===== src/rtl/flow_pkg.sv =====
package flow_pkg;
    localparam int MODE_W     = 5;
    localparam int MB_RTS_IN  = 0;
    localparam int MB_CTS_OUT = 1;
    localparam int MB_DTR_IN  = 2;
    localparam int MB_CD_OUT  = 3;
    localparam int MB_CLK_IN  = 4;

    typedef enum logic [1:0] {TX_IDLE, TX_HELD, TX_LAUNCH, TX_SHIFT} tx_state_t;
    typedef enum logic [1:0] {RX_CLOSED, RX_FLOW, RX_STOP} rx_state_t;
endpackage


===== src/rtl/flow_sync.sv =====
module flow_sync #(
    parameter int W      = 2,
    parameter int STAGES = 2
) (
    input  logic         clk,
    input  logic         rst_n,
    input  logic [W-1:0] d,
    output logic [W-1:0] q
);
    logic [W-1:0] stage_q [STAGES];

    generate
        for (genvar s = 0; s < STAGES; s++) begin : g_stage
            if (s == 0) begin : g_first
                always_ff @(posedge clk) begin
                    if (!rst_n) stage_q[0] <= '0;
                    else        stage_q[0] <= d;
                end
            end else begin : g_next
                always_ff @(posedge clk) begin
                    if (!rst_n) stage_q[s] <= '0;
                    else        stage_q[s] <= stage_q[s-1];
                end
            end
        end
    endgenerate

    assign q = stage_q[STAGES-1];
endmodule


===== src/rtl/flow_tx_gate.sv =====
module flow_tx_gate
    import flow_pkg::*;
(
    input  logic clk,
    input  logic rst_n,
    input  logic port_en,
    input  logic permit,
    input  logic tx_req,
    input  logic tx_done,
    output logic tx_start
);
    tx_state_t state, nxt;

    always_ff @(posedge clk) begin
        if (!rst_n) state <= TX_IDLE;
        else        state <= nxt;
    end

    always_comb begin
        nxt = state;
        unique case (state)
            TX_IDLE:   if (port_en && tx_req) nxt = permit ? TX_LAUNCH : TX_HELD;
            TX_HELD:   if (!port_en || !tx_req) nxt = TX_IDLE;
                       else if (permit)         nxt = TX_LAUNCH;
            TX_LAUNCH: nxt = TX_SHIFT;
            TX_SHIFT:  if (tx_done) nxt = TX_IDLE;
            default:   nxt = TX_IDLE;
        endcase
    end

    always_comb begin
        tx_start = (state == TX_LAUNCH);
    end

    // a launch only follows a cycle with permission
    a_r4_launch_permitted: assert property (@(posedge clk) disable iff (!rst_n)
        (state == TX_LAUNCH) |-> $past(permit));
    // a running character is held until the shifter reports done
    a_r6_shift_kept: assert property (@(posedge clk) disable iff (!rst_n)
        (state == TX_SHIFT && !tx_done) |=> (state == TX_SHIFT));
    // no launch from a closed port
    a_r9_closed_no_launch: assert property (@(posedge clk) disable iff (!rst_n)
        (!port_en && state != TX_LAUNCH && state != TX_SHIFT) |=> (state != TX_LAUNCH));
endmodule


===== src/rtl/flow_rx_throttle.sv =====
module flow_rx_throttle
    import flow_pkg::*;
(
    input  logic clk,
    input  logic rst_n,
    input  logic port_en,
    input  logic near_full,
    input  logic thr_rts,
    input  logic thr_dtr,
    input  logic thr_clk,
    output logic rts_out,
    output logic dtr_out,
    output logic clk_hold
);
    rx_state_t state, nxt;
    logic      use_rts, use_dtr, any_thr;

    always_comb begin
        use_rts = thr_rts && !thr_dtr;
        use_dtr = thr_dtr && !thr_rts;
        any_thr = use_rts || use_dtr || thr_clk;
    end

    always_ff @(posedge clk) begin
        if (!rst_n) state <= RX_CLOSED;
        else        state <= nxt;
    end

    always_comb begin
        nxt = state;
        unique case (state)
            RX_CLOSED: if (port_en) nxt = RX_FLOW;
            RX_FLOW:   if (!port_en)                  nxt = RX_CLOSED;
                       else if (near_full && any_thr) nxt = RX_STOP;
            RX_STOP:   if (!port_en)                   nxt = RX_CLOSED;
                       else if (!near_full || !any_thr) nxt = RX_FLOW;
            default:   nxt = RX_CLOSED;
        endcase
    end

    always_comb begin
        rts_out  = 1'b0;
        dtr_out  = 1'b0;
        clk_hold = 1'b0;
        unique case (state)
            RX_CLOSED: ;
            RX_FLOW: begin
                rts_out = 1'b1;
                dtr_out = 1'b1;
            end
            RX_STOP: begin
                rts_out  = !use_rts;
                dtr_out  = !use_dtr;
                clk_hold = thr_clk;
            end
            default: ;
        endcase
    end

    // the throttle state is only entered on a nearly full buffer
    a_r2_stop_needs_full: assert property (@(posedge clk) disable iff (!rst_n)
        (state == RX_STOP) |-> $past(near_full));
    // opening the port raises both connectivity lines
    a_r9_open_raises: assert property (@(posedge clk) disable iff (!rst_n)
        $rose(port_en) |=> (rts_out && dtr_out));
    // a conflicting input pair never drops either line
    a_r7_conflict_lines_high: assert property (@(posedge clk) disable iff (!rst_n)
        (state != RX_CLOSED && thr_rts && thr_dtr) |-> (rts_out && dtr_out));
endmodule


===== src/rtl/line_flow_gate.sv =====
module line_flow_gate
    import flow_pkg::*;
#(
    parameter int SYNC_STAGES = 2
) (
    input  logic              clk,
    input  logic              rst_n,
    input  logic              port_en,
    input  logic              mode_we,
    input  logic [MODE_W-1:0] mode_wdata,
    input  logic              cts_in,
    input  logic              cd_in,
    input  logic              rx_near_full,
    input  logic              tx_req,
    input  logic              tx_done,
    output logic              tx_start,
    output logic              rts_out,
    output logic              dtr_out,
    output logic              clk_hold,
    output logic              err_in_conflict,
    output logic              err_out_conflict
);
    localparam int LINES = 2;

    logic [MODE_W-1:0] mode_q;
    logic [LINES-1:0]  line_s;
    logic              permit;

    always_ff @(posedge clk) begin
        if (!rst_n)       mode_q <= '0;
        else if (mode_we) mode_q <= mode_wdata;
    end

    flow_sync #(.W(LINES), .STAGES(SYNC_STAGES)) u_sync (
        .clk  (clk),
        .rst_n(rst_n),
        .d    ({cd_in, cts_in}),
        .q    (line_s)
    );

    always_comb begin
        permit = (!mode_q[MB_CTS_OUT] || line_s[0]) &&
                 (!mode_q[MB_CD_OUT]  || line_s[1]);
        err_in_conflict  = mode_q[MB_RTS_IN]  && mode_q[MB_DTR_IN];
        err_out_conflict = mode_q[MB_CTS_OUT] && mode_q[MB_CD_OUT];
    end

    flow_tx_gate u_tx (
        .clk     (clk),
        .rst_n   (rst_n),
        .port_en (port_en),
        .permit  (permit),
        .tx_req  (tx_req),
        .tx_done (tx_done),
        .tx_start(tx_start)
    );

    flow_rx_throttle u_rx (
        .clk      (clk),
        .rst_n    (rst_n),
        .port_en  (port_en),
        .near_full(rx_near_full),
        .thr_rts  (mode_q[MB_RTS_IN]),
        .thr_dtr  (mode_q[MB_DTR_IN]),
        .thr_clk  (mode_q[MB_CLK_IN]),
        .rts_out  (rts_out),
        .dtr_out  (dtr_out),
        .clk_hold (clk_hold)
    );

    // a write sets the conflict flags from the written value
    a_r1_in_flag: assert property (@(posedge clk) disable iff (!rst_n)
        mode_we |=> (err_in_conflict == ($past(mode_wdata[MB_RTS_IN]) && $past(mode_wdata[MB_DTR_IN]))));
    a_r8_out_flag: assert property (@(posedge clk) disable iff (!rst_n)
        mode_we |=> (err_out_conflict == ($past(mode_wdata[MB_CTS_OUT]) && $past(mode_wdata[MB_CD_OUT]))));
endmodule


===== config.mk =====
export PLATFORM = sky130hd
export DESIGN_NAME = line_flow_gate
export DESIGN_NICKNAME = d
export VERILOG_FILES = /design/src/rtl/flow_pkg.sv /design/src/rtl/flow_sync.sv /design/src/rtl/flow_tx_gate.sv /design/src/rtl/flow_rx_throttle.sv /design/src/rtl/line_flow_gate.sv
export SDC_FILE = /design/constraint.sdc
export NUM_CORES = 1
export LEC_CHECK = 0
export CORE_MARGIN = 2
export CORE_UTILIZATION = 41
export DETAILED_ROUTE_END_ITERATION = 8
export GPL_ROUTABILITY_DRIVEN = 0
export GPL_TIMING_DRIVEN = 0
export PLACE_DENSITY = 0.73
export SLEW_MARGIN = 20
export SYNTH_ARGS = -nofsm -noshare
export SYNTH_HDL_FRONTEND = slang
export SYNTH_SLANG_ARGS = --single-unit

===== constraint.sdc =====
create_clock -name clk -period 1.3 [get_ports clk]
set_input_delay 0.325 -clock clk [delete_from_list [all_inputs] [get_ports clk]]
set_output_delay 0.325 -clock clk [all_outputs]
set_load 0.02 [all_outputs]

Yosys cells after proc, flatten, opt, wreduce, memory -nomap -nowiden
Memory sizes are Yosys's and may differ from the RTL's.
Cells that the tools add are included.
{"block": "word_totals", "reg_bits": 9, "ram_bits": 4, "input_bits": 14, "output_inout_bits": 6, "wordCells": 63, "n_memories": 1}
{"name": "u_sync.stage_q", "words": 2, "word_bits": 2, "rd": 2, "rd_clocked_by_memory_dff": 0, "write_ports": 2, "line_no": "flow_sync.sv:10", "rtl": "logic [W-1:0] stage_q [STAGES];"}
{"block": "op_classes", "eq_ne": 11, "mux": 19, "bitwise": 2, "n_reduce_logical": 27}
{"operator": "$mux W2", "count": 12}
{"operator": "$logic_not A1 Y1", "count": 10}
{"operator": "$pmux W2 S4", "count": 1}
{"operator": "$logic_and A1 B1 Y1", "count": 7}
{"operator": "$eq A2 B2 Y1 const B", "count": 3}
{"operator": "$logic_or A1 B1 Y1", "count": 6}
{"operator": "$ne A3 B2 Y1 const B", "count": 2}
{"operator": "$pmux W2 S3", "count": 1}
{"operator": "$reduce_and A3 Y1", "count": 2}
{"operator": "$eq A2 B1 Y1 const B", "count": 2}
{"operator": "$logic_not A2 Y1", "count": 2}
{"operator": "$ne A2 B2 Y1 const B", "count": 2}
{"operator": "$pmux W1 S2", "count": 2}
{"operator": "$mux W1", "count": 3}
{"operator": "$ne A3 B1 Y1 const B", "count": 1}
{"operator": "$ne A2 B1 Y1 const B", "count": 1}
{"operator": "$or A1 B1 Y1", "count": 2}

Longest topological paths before layout
{"block": "depth", "depth_word": 9, "depth_mapped": 6, "depth_no_buf": 6}

Modules after synthesis
Synthesis repeated with hierarchy kept, for this count alone.
{"block": "hier_totals", "cells_unflattened": 66, "area_unflattened_um2": 686.9}
{"module": "flow_rx_throttle", "n_inst": 1, "cells_per_inst": 29, "area_each_um2": 266.5, "seq_area_each_um2": 40.0}
{"module": "line_flow_gate", "n_inst": 1, "cells_per_inst": 21, "area_each_um2": 220.2, "seq_area_each_um2": 100.1}
{"module": "flow_sync", "n_inst": 1, "cells_per_inst": 8, "area_each_um2": 105.1, "seq_area_each_um2": 80.1}
{"module": "flow_tx_gate", "n_inst": 1, "cells_per_inst": 8, "area_each_um2": 95.1, "seq_area_each_um2": 40.0}

Least setup slack after synthesis
No wires, ideal clock.
{"block": "synth_timing", "kind": "reg-to-reg", "start": "register mode_q[2]", "end": "register u_rx.state[0]", "setup_ns": 0.122, "arrival_time_ns": 1.228, "t_required_ns": 1.178, "path_slack_ns": -0.050, "path_stages_with_launch": 6, "n_path_buf": 0, "period_less_slack_ns": 1.350, "path_cell_list": "dfxtp_1 > inv_1 > ha_1 > or2b_1 > a31oi_1 > o32a_1"}
{"block": "synth_via", "elab_chain_len": 8, "word_cells_on_any_way": 11, "classes_between": "eq/ne (2); reduce/logical (9)"}
{"element": "start: declaration", "line_no": "line_flow_gate.sv:25", "rtl": "logic [MODE_W-1:0] mode_q;"}
{"element": "start signal: assignment", "line_no": "line_flow_gate.sv:31", "rtl": "else if (mode_we) mode_q <= mode_wdata;"}
{"element": "$logic_not A1 Y1", "line_no": "flow_rx_throttle.sv:19", "rtl": "use_rts = thr_rts && !thr_dtr;"}
{"element": "$logic_and A1 B1 Y1", "line_no": "flow_rx_throttle.sv:19"}
{"element": "$logic_or A1 B1 Y1 * (2 in series)", "line_no": "flow_rx_throttle.sv:21", "rtl": "any_thr = use_rts || use_dtr || thr_clk;"}
{"element": "$logic_not A1 Y1", "line_no": "flow_rx_throttle.sv:36", "rtl": "else if (!near_full || !any_thr) nxt = RX_FLOW;"}
{"element": "$logic_or A1 B1 Y1", "line_no": "flow_rx_throttle.sv:36"}
{"element": "$ne A3 B2 Y1 (no line)"}
{"element": "$reduce_and A3 Y1 (no line) *"}
{"element": "end signal: assignment", "line_no": "flow_rx_throttle.sv:26", "rtl": "else state <= nxt;"}
{"element": "end: declaration", "line_no": "flow_rx_throttle.sv:15", "rtl": "rx_state_t state, nxt;"}
Every way passes the cells marked *; elsewhere a longest branch is shown, timed or not.
A chain may end at the register's enable or synchronous reset.

Final worst setup path
{"block": "layout_timing", "start": "register u_rx.state[0]", "end": "output dtr_out"}
{"block": "layout_via", "elab_chain_len": 2, "word_cells_on_any_way": 3, "classes_between": "eq/ne (2); mux (1)"}
{"element": "$eq A2 B2 Y1 or $eq A2 B1 Y1 (tied branches)", "line_no": "flow_rx_throttle.sv:45", "rtl": "unique case (state)"}
{"element": "$pmux W1 S2 *", "line_no": "flow_rx_throttle.sv:45"}
{"element": "end: declaration", "line_no": "line_flow_gate.sv:18", "rtl": "output logic dtr_out,"}
Marks and branches as above.

==> run summary <==
- **cell with the largest stage delay on the worst path** dfxtp_4
- **Critical Path Source Type** flip-flop
- **ordered list of cells on the worst path** inv_6 > ha_4 > nor2b_4 > o21a_1 > buf_6
- **violated checks** negative setup slack
- **post-synth top area share** 36.6%
- **main area contributors after synthesis** dfxtp_1, ha_1, mux2i_1
- **global route overflow** 0
- **combined area of the multi-input logic cells** 514 um^2
- **Starting DRT DRC Count** 2
- **Post-Syn Area per Cell** 9.23 um^2
- **GR Util All Layers** 15.8%
- **Achievable Freq** 0.624 GHz
- **sink count of the clock tree** 13
- **cell type with the largest total area after synthesis** dfxtp_1
- **Detail Route Antenna Nets** 0
- **share of synthesized area occupied by flip-flops and latches** 36.6%
- **maximum clock path buffer count** 2
- **antenna violations before repair** 0
- **hold_buf cts** 0
- **critical path buffer and inverter count** 2
- **run status** finished with violations
- **placed wire-length estimate** 1010 um
- **unrepaired setup endpoints after global routing** true
- **routed wire length per instance** 12.8 um
- **number of synthesized register bits** 13
- **Non-Filler Cell Area, Final** 0.00109 mm^2
- **Layout area overhead** 53.9%
- **clock network latency to the later pin of the worst-skew pair** 0.27 ns
- **final hold vios** 0
- **crit share post-route** 123%
- **Die Height** 45.6 um
- **setup TNS** -0.974 ns
- **minimum period implied by the final worst setup slack** 1.60 ns
- **worst setup path category** flip-flop to output pin
- **Pwr Total** 0.00104 W
- **leakage power summed over all cells** 0.480 nW
- **Setup-failing EPs final** 5
- **post-synth design cell area** 711 um^2
- **kind of cell with the highest combined delay on the critical path** flip-flops
- **area taken by flip-flops and latches** 275 um^2
- **total number of nets in the final design** 128
- **DP Worst Slack** -0.498 ns
- **horizontal die dimension** 45.6 um
- **number of top-level pins** 20
- **standard-cell row count** 15
- **number of fill cells** 147
- **number of port buffers** 18
- **worst hold-check slack** 0.438 ns
- **Clk pin slew, worst setup/hold paths** 0.08 ns
- **Synth cell types** 23
- **number of global-route vias before repair** 592
- **Hold Crit Depth** 3
- **clock skew** 0.00236 ns
- **wire length of the first global-routing pass** 2350 um
- **arrival time at the worst endpoint** 1.28 ns
- **DR vias/cell** 5.09
- **count of pins over their slew limit** 0
- **final antenna diode count** 0
- **buffer cell driving the clock tree root** clkbuf_4
- **critical path depth** 5
- **cell area power density** 952 mW/mm^2
- **Worst Setup End Kind** output pin
- **H-tree Lvls** 1
- **syn nets** 99
- **total of warnings raised by yosys** 0
- **Total Routed Length** 1560 um
- **DP Area** 913 um^2
- **clock buffer count from CTS** 3
- **total core area** 0.00167 mm^2
- **count of mapped cells out of synthesis** 77
- **largest net degree at the start of global routing** 11
- **number of vias after detailed routing** 621
- **die area** 0.00208 mm^2
- **Final WS setup** -0.302 ns
- **TritonCTS clock tree** yes
- **Max FO, Critical Path** 3
- **Reg2Reg Depth** 6
- **initial cell density of the core** 42.5%
- **Initial DRT Pass Iterations** 4
- **worst max-slew margin expressed relative to the limit** 77.6%
- **number of max-capacitance violations reported** 0
- **Detail Route met3 WL** 56 um
- **drc violations** 0
- **detailed route wirelength on metal2** 874 um
- **IR Drop Worst-Case VDD** 606 uV
- **highest metal layer with signal wires** met4
- **actual slew at the worst max-slew pin** 0.336 ns
- **fraction of final layout cells sized beyond drive strength 1** 36.2%
- **type of the most critical hold path** primary input to flip-flop
- **largest stage delay on the critical path** 0.38 ns
- **required time of the critical path** 0.98 ns
- **Met1 Routed Length** 604 um
-- where the power goes --
| group | internal, W | switching [W] | total, W |
|---|---|---|---|
| registers | 0.000430 | 0.0000306 | 0.000461 |
| clock network | 0.000114 | 0.000124 | 0.000238 |
| logic | 0.000187 | 0.000155 | 0.000342 |
-- worst paths after layout --
path                        start              endpoint  slack, ns
max reg2reg             mode_q[2]         u_rx.state[0]      -0.14
min reg2reg  u_sync.stage_q[0][1]  u_sync.stage_q[1][1]       0.44
max                 u_rx.state[0]               dtr_out      -0.30
min                       mode_we             mode_q[4]       0.44
-- worst min-delay path, cell delays in order --
cell and delay (ns):
buf_2 0.16, mux2i_1 0.09, nor2b_1 0.09
-- per-layer routing --
layer  vias to the layer above  GRT usage, %
li1                        312             -
met1                       289          18.3
met2                        16          26.5
met3                         4          2.38
met4                         0          10.6
met5                         -             0
-- Yosys cell counts --
cell and number:
inv_1 4, nand3b_1 2, o21a_1 4, ha_1 8, a21oi_1 3, nand2_1 5, nand3_1 2, and2_1 6
mux2i_1 6, dfxtp_1 13, nand2b_1 3, a21boi_0 1, a31oi_1 1, and3b_1 1, clkbuf_1 1, o21ai_0 1
nand3_2 1, or2b_1 1, nor3_1 1, buf_2 1, nor2_1 3, nor2b_1 8, o32a_1 1
-- layout make-up --
type,instances,area share (%)
plain buffers,2,0.801
clock buffers,3,2.06
clock inverters,1,0.458
inverters,4,1.83
multi-input cells,58,47.0
flip-flops and latches,13,25.2
well taps,17,1.95
repair buffers,24,20.7
-- logic make-up (layout without fill, tap and decap cells) --
group                      count (synthesis)  after routing  share of synthesized area (%)
and+or+nand+nor                           33             33                           27.1
DFF                                       13             13                           36.6
AOI/OAI and AO/OA                         11             11                           10.4
adders and majority gates                  8              8                           14.1
muxes                                      6              6                           8.45
buffers and inverters                      6             34                           3.34
-- timing repair --
action | in CTS | in global routing
setup buffers | 4 | 3
setup endpoints to repair | 8 | 6
pin swaps | 3 | 7
gates resized for setup | 44 | 19
-- per-stage QoR --
stage          instances  utilization [%]
2_1_floorplan         77                -
3_3_place_gp         112             54.7
4_1_cts              120             60.1
5_1_grt              122             65.5
6_report             122             65.5
3_5_place_dp         112             54.7
-- registers in the layout, summed over array words and instances, names as in the netlist --
register / count
u_tx.state: 2
mode_q: 5
u_rx.state: 2
u_sync.stage_q: 4
-- placed cells by master (no fill, tap or decap), types with 2 or more instances in the layout --
cell type,Yosys,layout
a21oi_1,3,2
and2_1,6,5
buf_2,1,3
buf_4,0,5
buf_6,0,5
clkbuf_4,0,3
clkdlybuf4s50_1,0,11
dfxtp_1,13,7
dfxtp_2,0,3
dfxtp_4,0,3
ha_1,8,3
ha_4,0,5
inv_2,0,2
mux2i_1,6,6
nand2_1,5,4
nand2b_1,3,3
nand3_1,2,2
nand3b_1,2,2
nor2_1,3,3
nor2b_1,8,7
o21a_1,4,4
No activity file was read; power rests on OpenSTA's default activity.
